## config.mk

```make
export PLATFORM = sky130hd
export DESIGN_NAME = raster_timing_gen
export DESIGN_NICKNAME = d
export VERILOG_FILES = /design/src/rtl/rtg_pkg.sv /design/src/rtl/rtg_cfg_regs.sv /design/src/rtl/rtg_scan_ctr.sv /design/src/rtl/rtg_region.sv /design/src/rtl/raster_timing_gen.sv
export SDC_FILE = /design/constraint.sdc
export NUM_CORES = 1
export LEC_CHECK = 0
export CAP_MARGIN = 10
export CORE_UTILIZATION = 35
export CTS_BUF_LIST = sky130_fd_sc_hd__clkbuf_4 sky130_fd_sc_hd__clkbuf_8 sky130_fd_sc_hd__clkbuf_16
export DETAILED_ROUTE_END_ITERATION = 10
export PLACE_DENSITY = 0.52
export RECOVER_POWER = 100
export SYNTH_ARGS = -nofsm -noshare
export SYNTH_HDL_FRONTEND = slang
export SYNTH_HIERARCHICAL = 1
export SYNTH_SLANG_ARGS = --single-unit
```

## constraint.sdc

```tcl
create_clock -name clk -period 3.9 [get_ports clk]
set_input_delay 0.39 -clock clk [delete_from_list [all_inputs] [get_ports clk]]
set_output_delay 0.39 -clock clk [all_outputs]
set_load 0.02 [all_outputs]
```

## src/rtl/rtg_pkg.sv

```systemverilog
package rtg_pkg;
    localparam int POS_W      = 16;
    localparam int COLOR_W    = 24;
    localparam int REG_ADDR_W = 3;
    localparam int REG_DATA_W = 32;
    localparam int HI_LSB     = 16;

    // register indices
    localparam int A_TOTALS   = 0;
    localparam int A_HBORDER  = 1;
    localparam int A_VBORDER  = 2;
    localparam int A_WINPOS   = 3;
    localparam int A_MODE     = 4;
    localparam int A_WINCFG   = 5;
    localparam int A_SYNCCFG  = 6;
    localparam int A_BORDRGB  = 7;

    // control bit positions
    localparam int B_DISP_EN  = 0;
    localparam int B_SCAN_DBL = 1;
    localparam int B_CLK_DBL  = 23;
    localparam int B_PIX_DBL  = 0;
    localparam int B_BLANK    = 3;
    localparam int B_INTERLACE = 4;
    localparam int B_VIDEO_EN = 8;

    typedef struct packed {
        logic [POS_W-1:0]   htot;
        logic [POS_W-1:0]   vtot;
        logic [POS_W-1:0]   hb_start;
        logic [POS_W-1:0]   hb_stop;
        logic [POS_W-1:0]   vb_start;
        logic [POS_W-1:0]   vb_stop;
        logic [POS_W-1:0]   win_h;
        logic [POS_W-1:0]   win_v;
        logic               disp_en;
        logic               scan_dbl;
        logic               clk_dbl;
        logic               pix_dbl;
        logic               blank;
        logic               interlace;
        logic               video_en;
        logic [COLOR_W-1:0] border_rgb;
    } rtg_cfg_t;
endpackage

```

## src/rtl/rtg_cfg_regs.sv

```systemverilog
module rtg_cfg_regs
    import rtg_pkg::*;
#(
    parameter int ADDR_W = REG_ADDR_W,
    parameter int DATA_W = REG_DATA_W
) (
    input  logic              clk,
    input  logic              rst_n,
    input  logic              wr_en_i,
    input  logic [ADDR_W-1:0] wr_addr_i,
    input  logic [DATA_W-1:0] wr_data_i,
    input  logic              load_i,
    output rtg_cfg_t          active_o
);
    typedef struct packed {
        rtg_cfg_t shadow;
        rtg_cfg_t active;
    } regs_t;

    regs_t cur_q, nxt_d;
    logic [POS_W-1:0] hi_w, lo_w;
    logic unused_wdata;

    assign hi_w = wr_data_i[HI_LSB +: POS_W];
    assign lo_w = wr_data_i[POS_W-1:0];
    assign unused_wdata = ^wr_data_i;

    always_comb begin
        nxt_d = cur_q;
        if (load_i) nxt_d.active = cur_q.shadow;
        if (wr_en_i) begin
            case (wr_addr_i)
                ADDR_W'(A_TOTALS):  begin nxt_d.shadow.vtot = hi_w;     nxt_d.shadow.htot = lo_w;    end
                ADDR_W'(A_HBORDER): begin nxt_d.shadow.hb_start = hi_w; nxt_d.shadow.hb_stop = lo_w; end
                ADDR_W'(A_VBORDER): begin nxt_d.shadow.vb_start = hi_w; nxt_d.shadow.vb_stop = lo_w; end
                ADDR_W'(A_WINPOS):  begin nxt_d.shadow.win_v = hi_w;    nxt_d.shadow.win_h = lo_w;   end
                ADDR_W'(A_MODE): begin
                    nxt_d.shadow.disp_en  = wr_data_i[B_DISP_EN];
                    nxt_d.shadow.scan_dbl = wr_data_i[B_SCAN_DBL];
                    nxt_d.shadow.clk_dbl  = wr_data_i[B_CLK_DBL];
                end
                ADDR_W'(A_WINCFG): begin
                    nxt_d.shadow.pix_dbl = wr_data_i[B_PIX_DBL];
                    nxt_d.shadow.blank   = wr_data_i[B_BLANK];
                end
                ADDR_W'(A_SYNCCFG): begin
                    nxt_d.shadow.interlace = wr_data_i[B_INTERLACE];
                    nxt_d.shadow.video_en  = wr_data_i[B_VIDEO_EN];
                end
                ADDR_W'(A_BORDRGB): nxt_d.shadow.border_rgb = wr_data_i[COLOR_W-1:0];
                default: ;
            endcase
        end
    end

    always_ff @(posedge clk) begin
        if (!rst_n) cur_q <= '0;
        else        cur_q <= nxt_d;
    end

    assign active_o = cur_q.active;

    assert_active_frozen_R10: assert property (@(posedge clk) disable iff (!rst_n)
        !load_i |=> $stable(active_o))
        else $error("active set changed without a load");
endmodule

```

## src/rtl/rtg_scan_ctr.sv

```systemverilog
module rtg_scan_ctr
    import rtg_pkg::*;
(
    input  logic             clk,
    input  logic             rst_n,
    input  rtg_cfg_t         cfg_i,
    output logic [POS_W-1:0] hpos_o,
    output logic [POS_W-1:0] vpos_o,
    output logic             field_o,
    output logic             vblank_o,
    output logic             load_o
);
    typedef struct packed {
        logic [POS_W-1:0] h;
        logic [POS_W-1:0] v;
        logic             rep;
        logic             field;
        logic             vblank;
    } ctr_t;

    ctr_t cur_q, nxt_d;
    logic [POS_W:0]   h_inc, v_inc;
    logic             line_end, adv_v, v_wrap, event_w;
    logic [POS_W-1:0] v_next;
    logic unused_cfg;

    assign unused_cfg = ^cfg_i;

    always_comb begin
        nxt_d    = cur_q;
        h_inc    = {1'b0, cur_q.h} + (POS_W+1)'(1);
        v_inc    = {1'b0, cur_q.v} + (POS_W+1)'(1);
        line_end = h_inc >= {1'b0, cfg_i.htot};
        adv_v    = line_end && !(cfg_i.scan_dbl && !cur_q.rep);
        v_wrap   = v_inc >= {1'b0, cfg_i.vtot};
        v_next   = v_wrap ? '0 : v_inc[POS_W-1:0];
        event_w  = adv_v && (v_next == cfg_i.vb_stop);

        nxt_d.h = line_end ? '0 : h_inc[POS_W-1:0];
        if (line_end) nxt_d.rep = cfg_i.scan_dbl && !cur_q.rep;
        if (adv_v)    nxt_d.v   = v_next;
        if (!cfg_i.interlace)     nxt_d.field = 1'b0;
        else if (adv_v && v_wrap) nxt_d.field = ~cur_q.field;
        nxt_d.vblank = event_w;
    end

    always_ff @(posedge clk) begin
        if (!rst_n) cur_q <= '0;
        else        cur_q <= nxt_d;
    end

    assign hpos_o   = cur_q.h;
    assign vpos_o   = cur_q.v;
    assign field_o  = cur_q.field;
    assign vblank_o = cur_q.vblank;
    assign load_o   = event_w;

    assert_hpos_below_total_R1: assert property (@(posedge clk) disable iff (!rst_n)
        (cfg_i.htot != '0) |-> (cur_q.h < cfg_i.htot))
        else $error("horizontal position beyond line length");

    assert_vblank_one_cycle_R9: assert property (@(posedge clk) disable iff (!rst_n)
        (cur_q.vblank && cfg_i.htot > POS_W'(1)) |=> !cur_q.vblank)
        else $error("vblank pulse longer than one cycle");

    assert_vblank_line_start_R9: assert property (@(posedge clk) disable iff (!rst_n)
        cur_q.vblank |-> (cur_q.h == '0 && !cur_q.rep))
        else $error("vblank pulse away from line start");

    assert_field_at_origin_R8: assert property (@(posedge clk) disable iff (!rst_n)
        (!$stable(cur_q.field) && cfg_i.interlace) |-> (cur_q.h == '0 && cur_q.v == '0))
        else $error("field parity moved away from field origin");
endmodule

```

## src/rtl/rtg_region.sv

```systemverilog
module rtg_region
    import rtg_pkg::*;
(
    input  logic [POS_W-1:0] hpos_i,
    input  logic [POS_W-1:0] vpos_i,
    input  rtg_cfg_t         cfg_i,
    output logic             hsync_o,
    output logic             vsync_o,
    output logic             border_o,
    output logic             window_o
);
    logic h_in, v_in, enabled;
    logic unused_cfg;

    assign unused_cfg = ^cfg_i;

    always_comb begin
        h_in     = (hpos_i >= cfg_i.hb_start) && (hpos_i < cfg_i.hb_stop);
        v_in     = (vpos_i >= cfg_i.vb_start) && (vpos_i < cfg_i.vb_stop);
        enabled  = cfg_i.disp_en && cfg_i.video_en;
        hsync_o  = !h_in;
        vsync_o  = !v_in;
        border_o = enabled && h_in && v_in;
        window_o = border_o && !cfg_i.blank &&
                   (hpos_i >= cfg_i.win_h) && (vpos_i >= cfg_i.win_v);
    end
endmodule

```

## src/rtl/raster_timing_gen.sv

```systemverilog
module raster_timing_gen
    import rtg_pkg::*;
#(
    parameter int ADDR_W = REG_ADDR_W,
    parameter int DATA_W = REG_DATA_W
) (
    input  logic               clk,
    input  logic               rst_n,
    input  logic               wr_en_i,
    input  logic [ADDR_W-1:0]  wr_addr_i,
    input  logic [DATA_W-1:0]  wr_data_i,
    output logic               hsync_o,
    output logic               vsync_o,
    output logic               border_o,
    output logic               window_o,
    output logic               vblank_o,
    output logic               field_o,
    output logic               clk_dbl_o,
    output logic               pix_dbl_o,
    output logic [COLOR_W-1:0] border_rgb_o
);
    rtg_cfg_t         active_cfg;
    logic             load_w;
    logic [POS_W-1:0] hpos_w, vpos_w;

    rtg_cfg_regs #(.ADDR_W(ADDR_W), .DATA_W(DATA_W)) u_regs (
        .clk(clk), .rst_n(rst_n), .wr_en_i(wr_en_i), .wr_addr_i(wr_addr_i),
        .wr_data_i(wr_data_i), .load_i(load_w), .active_o(active_cfg)
    );

    rtg_scan_ctr u_ctr (
        .clk(clk), .rst_n(rst_n), .cfg_i(active_cfg), .hpos_o(hpos_w),
        .vpos_o(vpos_w), .field_o(field_o), .vblank_o(vblank_o), .load_o(load_w)
    );

    rtg_region u_region (
        .hpos_i(hpos_w), .vpos_i(vpos_w), .cfg_i(active_cfg),
        .hsync_o(hsync_o), .vsync_o(vsync_o), .border_o(border_o), .window_o(window_o)
    );

    assign clk_dbl_o    = active_cfg.clk_dbl;
    assign pix_dbl_o    = active_cfg.pix_dbl;
    assign border_rgb_o = active_cfg.border_rgb;

    assert_enables_gate_R6: assert property (@(posedge clk) disable iff (!rst_n)
        !(active_cfg.disp_en && active_cfg.video_en) |-> (!border_o && !window_o))
        else $error("visible flag with output disabled");
endmodule

```

==> results of run 1 <==
## flip-flops by register name (all words and copies together), names as in the netlist
name / flops
u_ctr/cur_q: 1
u_ctr/field_o: 1
u_ctr/hpos_o: 16
u_ctr/vblank_o: 1
u_ctr/vpos_o: 16
u_regs/active_o: 159
u_regs/cur_q: 159
## cells by family (layout without fill, tap and decap cells)
group | after synthesis | count (layout) | synth area share [%]
muxes | 320 | 320 | 17.4
adders and majority gates | 128 | 128 | 8.68
AOI/OAI and AO/OA | 148 | 148 | 5.44
DFF | 353 | 353 | 38.3
and+or+nand+nor | 568 | 568 | 15.8
xor gates and xnor gates | 35 | 35 | 1.66
buffers and inverters | 408 | 387 | 12.7
## worst max path at each step
stage | start | to | slack (ns) | depth (start not counted)
floorplan | u_ctr/vpos_o[0] | u_regs/active_o[100] | 0.01 | 18
global placement | u_ctr/vpos_o[0] | u_regs/active_o[40] | -0.13 | 17
detailed placement | u_ctr/vpos_o[0] | u_regs/active_o[39] | -0.16 | 17
CTS | u_ctr/vpos_o[0] | u_regs/active_o[135] | -0.04 | 17
global route | u_ctr/vpos_o[1] | u_regs/active_o[63] | -0.19 | 21
finish | u_ctr/vpos_o[1] | u_regs/active_o[63] | -0.01 | 21
## per-stage QoR
stage / hold WS, ns / area, um2 / instances / TNS, ns
global route: 0.472 / 20800 / 2619 / -20.01
detailed placement: 0.447 / 19000 / 2527 / -14.68
CTS: 0.311 / 20500 / 2603 / -0.212
floorplan: 0.434 / 18600 / 1960 / 0
finish: 0.455 / 20800 / 2619 / -0.0178
global placement: 0.443 / 19000 / 2527 / -12.92
## tightest hold or removal path: stages (launching register included)
cell and delay, ns:
dfxtp_1 0.31, nand2_1 0.05, mux2i_1 0.05
## layer usage
layer	wire, um	GRT usage [%]
met1	23500	24.1
met2	21600	28.4
met3	1120	2.15
met4	867	4.26
met5	0	0
## cell type report
type	instances	area, um2	area share, %
multi-input combinational	1199	9260	44.5
sequential	353	7080	34.0
timing repair buffer	188	1840	8.85
clock buffer	53	1140	5.47
tap	680	851	4.09
inverter	132	495	2.38
clock inverter	14	143	0.686
## power by group through the flow
stage	clock network (uW)	registers [uW]	logic, uW
floorplan	0	3920	4470
finish	3670	3870	7390
global placement	0	3950	5970
global route	3920	3890	7750
CTS	3780	3870	6520
detailed placement	0	3950	6000
## cells in the mapped netlist, types with 8 or more instances
library cell and instances:
a211oi_1 13, nand2_1 232, nor3_1 13, clkbuf_1 38
nand2b_1 8, nand3_1 22, o21ai_0 22, nand4_1 22
a22oi_1 12, nor2_1 52, dfxtp_1 353, ha_1 128
nor2b_1 163, a21o_1 10, buf_4 199, mux2i_1 319
xor2_1 12, inv_1 131, xnor2_1 23, a21oi_1 40
and3_1 19, buf_2 30
## timing repair
| action | 4_1_cts | 5_1_grt |
|---|---|---|
| pin swaps | 8 | 20 |
| gates resized for setup | 22 | 28 |
| setup buffers | 7 | 12 |
| setup endpoints to repair | 156 | 168 |
| gates cloned | 2 | 4 |
==> results.sh, run 1 <==
export IMPL_yosysTopAreaCell="dfxtp_1"
export IMPL_end_kind="flop"
export IMPL_power_density_nw_per_um2=717
export IMPL_grt_use_total_pct=17.3
export IMPL_worstReg2RegStart="u_ctr/vpos_o[1]"
export IMPL_synth_edf_count=0
export IMPL_drt_first_pass_iters=5
export IMPL_drc_errors=0
export IMPL_setup_worst_path_start_class="flop"
export IMPL_syn_avg_cell_area_um2=9.42
export IMPL_cts_tree="yes"
export IMPL_fp_dieH_um=232
export IMPL_cpMaxStageDelayCell="dfxtp_2"
export IMPL_vias=12500
export IMPL_rsz0062_at_grt="true"
export IMPL_intPower_uw=9720
export IMPL_maxCapViolations=2
export IMPL_place_congestion=0.896
export IMPL_period_needed_ns=3.91
export IMPL_hpwl_mm=33.0
export IMPL_outcome="complete, but fails checks"
export IMPL_fin_skew_ns=0.0327
export IMPL_violations="max-capacitance violations, max-slew violations, negative setup slack"
export IMPL_clock_latency_ns=0.56
export IMPL_ys_dominant_reg_cell="dfxtp_1"
export IMPL_synthTopCellsByArea="dfxtp_1 38%, mux2i_1 17%, ha_1 8.7%, buf_4 8.1%, nor2b_1 5.5%"
export IMPL_syn_to_final_growth_pct=12.7
export IMPL_max_stage_delay_ns=0.36
export IMPL_chipWidth_um=232
export IMPL_setup_viol=2
export IMPL_root_buffer="clkbuf_16"
export IMPL_crit_top_cell="buf_12"
export IMPL_min_to="u_regs/cur_q[307]"
export IMPL_start_util_pct=35.7
export IMPL_drive_above_1_share_pct=12.2
export IMPL_min_delay_path_depth=2
export IMPL_path_class="reg2reg"
export IMPL_clkPwrFrac_pct=24.6
export IMPL_gr_total_overflow=0
export IMPL_die_area_um2=53700
export IMPL_numCtsBuffers=38
export IMPL_final_cell_mix="348 x dfxtp_1, 318 x mux2i_1, 230 x nand2_1"
export IMPL_switching_power_uw=5200
export IMPL_cts_sinks=353
export IMPL_postCtsHoldBufs=0
export IMPL_fmax_mhz=255
export IMPL_final_common_cell="dfxtp_1"
export IMPL_power_uw=14900
export IMPL_utilization_pct=40.2
export IMPL_worstPathArrival_ns=4.34
export IMPL_grt_pass1_vias=12300
export IMPL_drv_slew=191
export IMPL_worst_pin_slew_ns=1.96
export IMPL_fin_crit_sh_pct=100
export IMPL_nets=2078
export IMPL_drtAntennaViolNets=0
export IMPL_layout_setup_ws_ns=-0.0145
export IMPL_diodes=0
export IMPL_cp_max_fo=16
export IMPL_syn_nets=2126
export IMPL_hold_violations=0
export IMPL_swShare_pct=34.9
export IMPL_required_ns=4.32
export IMPL_peakVddDrop_mv=0.669
export IMPL_synth_cell_types=67
export IMPL_htree_levels=2
export IMPL_comb_power_share_pct=49.5
export IMPL_drt_initial_drc_count=558
export IMPL_clk_pin_slew_ns=0.06
export IMPL_syn_inst=1960
export IMPL_clock_path_buffers=3
export IMPL_via_per_inst=4.78
export IMPL_wire_per_inst_um=18.0
export IMPL_yosysTopAreaCellShare_pct=38.3
export IMPL_grt_pass1_wl_mm=71.9
export IMPL_routed_wl_mm=47.1
export IMPL_r2r_cells=21
export IMPL_hold_class="reg2reg"
export IMPL_fillers=5132
export IMPL_crit_family="simple AND/OR/NAND/NOR gates"
export IMPL_worstPathCellList="ha_4, nand3_4, nor2_4, buf_4, nand2_1, xnor2_2, ha_1, a21o_1, a21oi_2, o21a_1, nand2_2, buf_6, or2_4, o21ai_4, nand4bb_4, nor3_4, buf_12, buf_12, buf_12, mux2i_2, nor2b_1"
export IMPL_synth_cell_area_um2=18500
export IMPL_synth_seq_cells=353
export IMPL_ys_seq_area_share_pct=38.3
export IMPL_pwr_share_seq_pct=25.9
export IMPL_design_core_area_um2=51700
export IMPL_slew_headroom_pct=-30.8
export IMPL_hp_start="u_regs/cur_q[307]"
export IMPL_p_leak_uw=0.00892
export IMPL_io_buffer_count=69
export IMPL_synth_async_reset_ratio_pct=0
export IMPL_grt_max_degree=97
export IMPL_cp_num_buf_inv=5
export IMPL_worstReg2RegEnd="u_regs/active_o[63]"
export IMPL_ys_warnings_count=6
export IMPL_io_pins=70
export IMPL_row_count=83
export IMPL_place_ws_ns=-0.158
export IMPL_antenna_found_initial=0
export IMPL_r2r_setup_slack_ns=-0.01
Note: power is estimated with default switching activity, not from simulation.
==> run 2: changes to the inputs <==
==> constraint.sdc (replaced) <==
create_clock -name clk -period 3.9 [get_ports clk]
set_input_delay 0.39 -clock clk [delete_from_list [all_inputs] [get_ports clk]]
set_output_delay 0.39 -clock clk [all_outputs]
set_load 0.05 [all_outputs]
==> results.sh, run 2 (same netlist as run 1, synthesis figures left out) <==
export IMPL_cp_num_buf_inv=3
export IMPL_setup_worst_path_start_class="flop"
export IMPL_final_cell_mix="349 x dfxtp_1, 317 x mux2i_1, 229 x nand2_1"
export IMPL_root_buffer="clkbuf_16"
export IMPL_setup_tns_ns=-1.84
export IMPL_worst_pin_slew_ns=2.87
export IMPL_io_buffer_count=69
export IMPL_switching_power_uw=5710
export IMPL_fin_crit_sh_pct=102
export IMPL_htree_levels=2
export IMPL_drive_above_1_share_pct=12.0
export IMPL_maxCapViolations=1
export IMPL_crit_family="simple AND/OR/NAND/NOR gates"
export IMPL_clkPwrFrac_pct=23.7
export IMPL_syn_to_final_growth_pct=13.4
export IMPL_vias=12700
export IMPL_chipWidth_um=232
export IMPL_final_common_cell="dfxtp_1"
export IMPL_drc_errors=0
export IMPL_via_per_inst=4.83
export IMPL_drt_first_pass_iters=5
export IMPL_grt_use_total_pct=17.8
export IMPL_worstPathCellList="ha_4, nand3_4, nor2_4, xnor2_1, ha_1, nand2_1, nor2_1, a211oi_2, a2111oi_4, nor2_4, or3_1, a311o_1, nor3_2, buf_4, buf_12, clkbuf_16, mux2i_1, nor2b_1"
export IMPL_pwr_share_seq_pct=24.0
export IMPL_cts_tree="yes"
export IMPL_grt_max_degree=85
export IMPL_intPower_uw=10400
export IMPL_numCtsBuffers=37
export IMPL_antenna_found_initial=0
export IMPL_routed_wl_mm=48.7
export IMPL_hpwl_mm=33.5
export IMPL_required_ns=4.34
export IMPL_place_congestion=0.902
export IMPL_cts_sinks=353
export IMPL_layout_setup_ws_ns=-0.0760
export IMPL_gr_total_overflow=0
export IMPL_finalNonFillerCells=2617
export IMPL_outcome="complete, but fails checks"
export IMPL_end_kind="flop"
export IMPL_hold_violations=0
export IMPL_period_needed_ns=3.98
export IMPL_cpMaxStageDelayCell="a2111oi_4"
export IMPL_power_density_nw_per_um2=771
export IMPL_io_pins=70
export IMPL_clock_latency_ns=0.56
export IMPL_nets=2075
export IMPL_swShare_pct=35.4
export IMPL_design_core_area_um2=51700
export IMPL_grt_pass1_wl_mm=73.2
export IMPL_worstPathArrival_ns=4.41
export IMPL_hold_class="reg2reg"
export IMPL_cp_max_fo=11
export IMPL_crit_top_cell="nor2_4"
export IMPL_p_leak_uw=0.00899
export IMPL_grt_pass1_vias=12400
export IMPL_clock_path_buffers=3
export IMPL_drtAntennaViolNets=0
export IMPL_setup_viol=65
export IMPL_max_stage_delay_ns=0.44
export IMPL_postCtsHoldBufs=0
export IMPL_slew_headroom_pct=-91.3
export IMPL_drt_initial_drc_count=729
export IMPL_fmax_mhz=252
export IMPL_path_class="reg2reg"
export IMPL_die_area_um2=53700
export IMPL_rsz0062_at_grt="true"
export IMPL_start_util_pct=35.7
export IMPL_peakVddDrop_mv=0.647
export IMPL_clk_pin_slew_ns=0.07
export IMPL_row_count=83
export IMPL_violations="max-capacitance violations, max-slew violations, negative setup slack"
export IMPL_drv_slew=75
export IMPL_diodes=0
export IMPL_comb_power_share_pct=52.4
export IMPL_fin_skew_ns=0.0326
export IMPL_fp_dieH_um=232
export IMPL_wire_per_inst_um=18.6
export IMPL_numPlacedInstances=2525
run 2: through the flow:
step	cell area, um2	power [uW]	hold WS (ns)	utilization (%)	worst slack [ns]
3_5_place_dp	19000	9870	0.446	36.7	-0.141
5_1_grt	20900	16700	0.470	40.5	-0.264
4_1_cts	20600	15100	0.252	39.9	-0.0316
2_1_floorplan	18600	8490	0.434	-	0.0130
6_report	20900	16100	0.457	40.5	-0.0760
3_3_place_gp	19000	9840	0.441	36.7	-0.144
run 2: per-layer routing:
| layer | part of all wire (%) | GRT usage, % |
|---|---|---|
| met5 | 0 | 0 |
| met4 | 2.2 | 4.81 |
| met3 | 3.7 | 2.21 |
| met2 | 45 | 28.9 |
| met1 | 49 | 24.7 |
run 2: what timing repair did:
action,4_1_cts,5_1_grt
resized for setup,35,15
gates cloned,5,9
endpoints found under the setup margin,158,164
setup buffers,7,3
pin swaps,10,12
run 2: path summary, 6_finish.rpt:
path                      from                   end  slack [ns]  cells past startpoint
max reg2reg    u_ctr/vpos_o[0]  u_regs/active_o[119]       -0.08                     18
max            u_ctr/vpos_o[0]  u_regs/active_o[119]       -0.08                     18
min          u_regs/cur_q[298]     u_regs/cur_q[298]        0.46                      2
min reg2reg  u_regs/cur_q[298]     u_regs/cur_q[298]        0.46                      2
run 2: worst register-to-register path, cell delays in order, from the launching register on:
cell and delay, ns:
dfxtp_4 0.37, ha_4 0.15, nand3_4 0.16, nor2_4 0.19
xnor2_1 0.11, ha_1 0.33, nand2_1 0.09, nor2_1 0.14
a211oi_2 0.07, a2111oi_4 0.44, nor2_4 0.07, or3_1 0.31
a311o_1 0.35, nor3_2 0.21, buf_4 0.20, buf_12 0.19
clkbuf_16 0.22, mux2i_1 0.20, nor2b_1 0.06
run 2: power groups by stage:
stage                     clock (uW)  combinational, uW  sequential [uW]
final                           3820               8450             3870
after global routing            4050               8770             3890
after CTS                       3910               7300             3870
after detailed placement           0               5920             3950
after global placement             0               5890             3950
after floorplan                    0               4560             3930
run 2: final cells by class:
type | instances | area [um2]
Clock inverter | 10 | 173
Inverter | 132 | 495
Fill cell | 5091 | 30800
Tap cell | 680 | 851
Timing Repair Buffer | 186 | 1970
Multi-Input combinational cell | 1199 | 9200
Clock buffer | 57 | 1160
Sequential cell | 353 | 7070
